$ cat config.mk
export PLATFORM = sky130hd
export DESIGN_NAME = rr_bus_arbiter
export DESIGN_NICKNAME = d
export VERILOG_FILES = /design/src/rtl/rr_arb_pkg.sv /design/src/rtl/rr_rotator.sv /design/src/rtl/rr_fixed_prio.sv /design/src/rtl/rr_ready_steer.sv /design/src/rtl/rr_bus_arbiter.sv
export SDC_FILE = /design/constraint.sdc
export NUM_CORES = 1
export LEC_CHECK = 0
export BUFFER_PORTS_ARGS = -buffer_cell sky130_fd_sc_hd__buf_2
export CORE_ASPECT_RATIO = 2
export CORE_MARGIN = 5
export CORE_UTILIZATION = 33
export CTS_CLUSTER_SIZE = 24
export DETAILED_ROUTE_END_ITERATION = 10
export GPL_TIMING_DRIVEN = 0
export PLACE_DENSITY = 0.57
export SETUP_SLACK_MARGIN = 0.4
export SLEW_MARGIN = 20
export SYNTH_ARGS = -nofsm -noshare
export SYNTH_HDL_FRONTEND = slang
export SYNTH_HIERARCHICAL = 1
export SYNTH_SLANG_ARGS = --single-unit
$ cat constraint.sdc
create_clock -name clk -period 2.7 [get_ports clk]
set_input_delay 0.54 -clock clk [delete_from_list [all_inputs] [get_ports clk]]
set_output_delay 0.54 -clock clk [all_outputs]
set_load 0.01 [all_outputs]
$ cat src/rtl/rr_arb_pkg.sv
package rr_arb_pkg;
  // Transfer-type encoding on the bus
  typedef enum logic [1:0] {
    XFER_IDLE   = 2'b00,
    XFER_BUSY   = 2'b01,
    XFER_NONSEQ = 2'b10,
    XFER_SEQ    = 2'b11
  } xfer_e;

  localparam int XFER_W = 2;
endpackage

$ cat src/rtl/rr_rotator.sv
// Rotates a vector by a run-time amount, for any width.
// TOWARD_ZERO=1: out[j] = in[(j+amt) mod W]; 0: out[j] = in[(j-amt) mod W].
module rr_rotator #(
  parameter int W           = 5,
  parameter bit TOWARD_ZERO = 1'b1,
  localparam int AW         = (W > 1) ? $clog2(W) : 1
) (
  input  logic [W-1:0]  din,
  input  logic [AW-1:0] amt,
  output logic [W-1:0]  dout
);
  generate
    if (TOWARD_ZERO) begin : g_down
      always_comb begin
        dout = '0;
        for (int s = 0; s < W; s++) begin
          if (amt == AW'(s)) begin
            for (int j = 0; j < W; j++) dout[j] = din[(j + s) % W];
          end
        end
      end
    end else begin : g_up
      always_comb begin
        dout = '0;
        for (int s = 0; s < W; s++) begin
          if (amt == AW'(s)) begin
            for (int j = 0; j < W; j++) dout[j] = din[(j + W - s) % W];
          end
        end
      end
    end
  endgenerate
endmodule

$ cat src/rtl/rr_fixed_prio.sv
// Lowest index wins; any set bit suppresses every higher-index bit.
module rr_fixed_prio #(
  parameter int W = 5
) (
  input  logic [W-1:0] req,
  output logic [W-1:0] gnt
);
  logic [W-1:0] blocked;

  assign blocked[0] = 1'b0;
  generate
    for (genvar i = 1; i < W; i++) begin : g_chain
      assign blocked[i] = blocked[i-1] | req[i-1];
    end
  endgenerate

  assign gnt = req & ~blocked;
endmodule

$ cat src/rtl/rr_ready_steer.sv
// Steers subordinate ready back to managers and into the subordinate.
module rr_ready_steer #(
  parameter int W = 5
) (
  input  logic [W-1:0] owner,
  input  logic         sub_ready_out,
  output logic         sub_ready_in,
  output logic [W-1:0] mgr_ready
);
  logic none_owned;

  assign none_owned   = (owner == '0);
  assign sub_ready_in = none_owned | sub_ready_out;

  generate
    for (genvar i = 0; i < W; i++) begin : g_ret
      assign mgr_ready[i] = none_owned | (owner[i] & sub_ready_out);
    end
  endgenerate
endmodule

$ cat src/rtl/rr_bus_arbiter.sv
module rr_bus_arbiter
  import rr_arb_pkg::*;
#(
  parameter int NUM_MGR = 5,
  localparam int PW     = (NUM_MGR > 1) ? $clog2(NUM_MGR) : 1
) (
  input  logic                      clk,
  input  logic                      rst_n,
  input  logic [NUM_MGR-1:0]        mgr_sel,
  input  logic [XFER_W*NUM_MGR-1:0] mgr_trans,
  input  logic                      sub_ready_out,
  output logic [NUM_MGR-1:0]        grant,
  output logic [NUM_MGR-1:0]        grant_owner,
  output logic                      sub_ready_in,
  output logic [NUM_MGR-1:0]        mgr_ready
);
  localparam logic [PW-1:0] LAST_IDX = PW'(NUM_MGR - 1);

  logic [NUM_MGR-1:0] req;
  logic [NUM_MGR-1:0] req_rot;
  logic [NUM_MGR-1:0] gnt_rot;
  logic [PW-1:0]      ptr_q, ptr_d;
  logic [NUM_MGR-1:0] owner_q, owner_d;
  logic [PW-1:0]      win_idx;
  logic               accept;

  // Request qualification
  generate
    for (genvar i = 0; i < NUM_MGR; i++) begin : g_req
      assign req[i] = mgr_sel[i] &
                      (mgr_trans[XFER_W*i +: XFER_W] == XFER_NONSEQ);
    end
  endgenerate

  // Rotate -> fixed priority -> rotate back
  rr_rotator #(.W(NUM_MGR), .TOWARD_ZERO(1'b1)) u_rot_in (
    .din (req),
    .amt (ptr_q),
    .dout(req_rot)
  );

  rr_fixed_prio #(.W(NUM_MGR)) u_prio (
    .req(req_rot),
    .gnt(gnt_rot)
  );

  rr_rotator #(.W(NUM_MGR), .TOWARD_ZERO(1'b0)) u_rot_out (
    .din (gnt_rot),
    .amt (ptr_q),
    .dout(grant)
  );

  // Winner index from one-hot grant
  always_comb begin
    win_idx = '0;
    for (int i = 0; i < NUM_MGR; i++) begin
      if (grant[i]) win_idx = PW'(i);
    end
  end

  assign accept = sub_ready_in & (grant != '0);

  // Next state
  always_comb begin
    ptr_d   = ptr_q;
    owner_d = owner_q;
    if (sub_ready_in) owner_d = grant;
    if (accept) ptr_d = (win_idx == LAST_IDX) ? '0 : win_idx + PW'(1);
  end

  // State registers
  always_ff @(posedge clk or negedge rst_n) begin
    if (!rst_n) begin
      ptr_q   <= '0;
      owner_q <= '0;
    end else begin
      ptr_q   <= ptr_d;
      owner_q <= owner_d;
    end
  end

  assign grant_owner = owner_q;

  rr_ready_steer #(.W(NUM_MGR)) u_steer (
    .owner        (owner_q),
    .sub_ready_out(sub_ready_out),
    .sub_ready_in (sub_ready_in),
    .mgr_ready    (mgr_ready)
  );

  // Assertions
  a_r2_grant_onehot: assert property (@(posedge clk) disable iff (!rst_n)
    $onehot0(grant));

  a_r2_grant_in_req: assert property (@(posedge clk) disable iff (!rst_n)
    (grant & ~req) == '0);

  a_r2_grant_when_req: assert property (@(posedge clk) disable iff (!rst_n)
    (req != '0) |-> (grant != '0));

  a_r6_owner_load: assert property (@(posedge clk) disable iff (!rst_n)
    sub_ready_in |=> (grant_owner == $past(grant)));

  a_r6_owner_hold: assert property (@(posedge clk) disable iff (!rst_n)
    !sub_ready_in |=> $stable(grant_owner));

  a_r4_ptr_hold: assert property (@(posedge clk) disable iff (!rst_n)
    !(sub_ready_in && (grant != '0)) |=> $stable(ptr_q));

  a_r7_all_ready_free: assert property (@(posedge clk) disable iff (!rst_n)
    (grant_owner == '0) |-> (&mgr_ready));

  a_r7_ready_onehot: assert property (@(posedge clk) disable iff (!rst_n)
    (grant_owner != '0) |-> $onehot0(mgr_ready));

  a_r8_sub_ready_free: assert property (@(posedge clk) disable iff (!rst_n)
    (grant_owner == '0) |-> sub_ready_in);
endmodule

==> impl_metrics.py <==
metrics = {
    "sta": {
        "finalCritPeriodShare": 1.18,
        "tightest_slew_ns": 0.367,
        "setup_viol": 8,
        "fmax_mhz": 313,
        "clock_skew_ns": 0.00533,
        "fin_tns_setup_ns": -3.13,
        "rsz0062_at_grt": "true",
        "drv_slew": 0,
        "holdWs_ns": 0.150,
        "min_period_ns": 3.19,
        "slew-limit-headroom": 0.755,
        "setup_slack_ns": -0.492,
        "hold_viol": 0,
    },
    "cts": {
        "clock-root-buffer": "clkbuf_8",
        "cts_tree": "built",
        "clk_pin_slew_ns": 0.04,
        "clk_latency_ns": 0.23,
        "clock_sinks": 8,
        "cts_inserted_buffers": 3,
        "cts_buffer_depth": 2,
        "htree_levels": 1,
    },
    "floorplan": {
        "die_h_um": 86.9,
        "rows": 28,
        "die_x_um": 48.4,
        "dieArea_mm2": 0.00421,
        "start_util": 0.335,
        "ios": 34,
        "core_area_mm2": 0.00291,
    },
    "power": {
        "ir_worst_vdd_uv": 700,
        "powerDensity_mw_per_mm2": 1070,
        "p_leak_nw": 0.782,
    },
    "status": {
        "status": "finished, violations left",
        "violations": "setup timing",
    },
    "synthesis": {
        "synth_top_area_cell": "dfrtp_1",
        "synth_edf_count": 0,
        "syn_inst": 114,
        "synth.net_count": 133,
        "synth_seq_cells": 8,
        "avgSynthCellArea_um2": 8.55,
        "yosysWarnings": 6,
        "synth_area_um2": 975,
        "ys_types": 39,
        "async_flop_share": 1.00,
        "synth_top_area_frac": 0.205,
        "seq_area_frac_synth": 0.205,
        "yosys-top-cells-area": "dfrtp_1, mux2_2, mux2i_1, nand2_1, nor2b_1",
        "synth_top_flop_cell": "dfrtp_1",
    },
    "worst_setup_path": {
        "cp_max_fo": 5,
        "timing.reg2reg.setup_slack_ns": -0.43,
        "slowest_stage": "nor4_4",
        "crit_buf_inv": 3,
        "startpoint": "mgr_trans[1]",
        "max_stage_delay_ns": 0.34,
        "cp.required_ns": 2.16,
        "worstSetupEndpointType": "output pin",
        "cp.depth": 13,
        "cp.arrival_ns": 2.65,
        "r2r-end": "ptr_q[1]",
        "path_cells": "buf_6 > nand2_4 > nor2_4 > buf_6 > mux2i_2 > o32ai_2 > a31o_2 > nand2b_4 > nor4_4 > mux2_4 > nor2_4 > o32ai_4 > buf_2",
        "crit_type": "input port to output pin",
        "r2r_cells": 13,
        "reg2reg_from": "ptr_q[2]",
        "start_kind": "input port",
        "crit_family": "compound AO/OA/AOI/OAI gates",
    },
    "layout": {
        "layout-drive-gt1-share": 0.736,
        "syn_to_final_growth_pct": 85.6,
        "n_fill_cell": 256,
        "fin_cells": 204,
        "fin_nets": 195,
        "layout_common_cells": "buf_2, buf_4, buf_6",
        "final_cell_area_mm2": 0.00181,
        "finalCoreUtilization": 0.622,
        "antenna_cells": 0,
        "final_common_cell": "buf_2",
    },
    "drt": {
        "viasPerCell": 5.54,
        "remaining_drc_errors": 0,
        "wire_per_inst_um": 15.7,
        "vias": 1131,
        "firstDrtPassIters": 3,
        "drt_iter0_markers": 26,
        "wl_mm": 3.21,
        "ant_nets": 0,
    },
    "hold_path": {
        "min_path_type": "input port to async pin",
    },
    "placement": {
        "place_inst": 177,
        "dpl_cell_area_mm2": 0.00138,
        "portBuffers": 33,
        "gp_congestion": 0.785,
        "hpwl_mm": 2.38,
    },
    "job": {
        "cap_violations": 0,
    },
    "grt": {
        "grt-ovfl-total": 0,
        "grt_pass1_vias": 1239,
        "antenna_found_initial": 0,
        "grt_pass1_wl_mm": 5.42,
        "grt_start_max_net_pins": 11,
        "grtUsageTotal": 0.156,
    },
}
## logic make-up after synthesis
family / share of synthesized area
and+or+nand+nor: 0.240
AOI/OAI and AO/OA: 0.250
muxes: 0.231
buffers and inverters: 0.0603
DFF: 0.205
adders and majority gates: 0.0128
## cell type report
| cell class | instances | area [um^2] | share of cell area |
|---|---|---|---|
| Multi-Input combinational cell | 97 | 1070 | 0.593 |
| Timing Repair Buffer | 57 | 390 | 0.216 |
| Sequential cell | 8 | 203 | 0.112 |
| Buffer | 8 | 61.3 | 0.0339 |
| Clock buffer | 3 | 41.3 | 0.0228 |
| Tap cell | 30 | 37.5 | 0.0207 |
| Inverter | 1 | 3.75 | 0.00207 |
## layer usage
layer	wire [um]	vias up	track usage	share of wire
li1	-	549	-	-
met1	1060	541	0.133	0.33
met2	1950	33	0.336	0.61
met3	126	8	0.0240	0.039
met4	68	0	0.0554	0.021
met5	0	-	0	0
## cell usage after synthesis (2+ instances only)
library cell,number
nand2_1,12
nor2_1,11
mux2_2,10
mux2i_1,9
dfrtp_1,8
nor2b_1,7
o21ai_1,6
buf_2,5
a21oi_1,3
o31ai_1,3
a211oi_1,2
a22oi_1,2
a31o_2,2
a32oi_1,2
buf_6,2
mux2_1,2
nand2b_1,2
o21a_1,2
o21ai_2,2
o22ai_1,2
o32ai_1,2
## flip-flops by register name, indices dropped and copies added, names as in the netlist
register,cells
grant_owner,5
ptr_q,3
## worst max path at each step
stage                    end  slack, ns
detailed placement  ptr_q[1]      -0.79
floorplan           ptr_q[0]      -0.33
global placement    ptr_q[1]      -0.75
global route        grant[4]      -0.57
finish              grant[4]      -0.49
CTS                 grant[4]      -0.38
## where the power goes
part | internal (mW) | switching [mW] | total (mW) | leakage, nW
logic | 0.817 | 0.745 | 1.56 | 0.658
clock network | 0.0964 | 0.0451 | 0.142 | 0.0216
registers | 0.165 | 0.0636 | 0.228 | 0.102
## through the flow
step / worst slack (ns) / power (mW)
floorplan: -0.331 / 1.05
global placement: -0.753 / 1.31
detailed placement: -0.787 / 1.34
CTS: -0.381 / 1.77
global route: -0.574 / 2.07
finish: -0.492 / 1.93
## worst register-to-register path, stage by stage, from the launching register on
cell and delay (ns):
dfrtp_1 0.39, buf_6 0.15, mux2i_1 0.23, o32ai_2 0.10, a31o_2 0.24, buf_6 0.11
nor4b_4 0.13, buf_4 0.15, mux2_4 0.28, nand2_2 0.09, o21ai_4 0.07, or4_4 0.56
o21ai_4 0.20, mux2_4 0.32
## repair_timing
| item | CTS | global route |
|---|---|---|
| hold buffers | 0 | 0 |
| pin swaps | 17 | 5 |
| buffers inserted | 13 | 10 |
| setup endpoints to repair | 13 | 13 |
| gates resized for setup | 27 | 16 |
| endpoints found under the hold margin | 0 | 0 |
| cloned | 1 | 0 |
No activity file was read; power rests on OpenSTA's default activity.
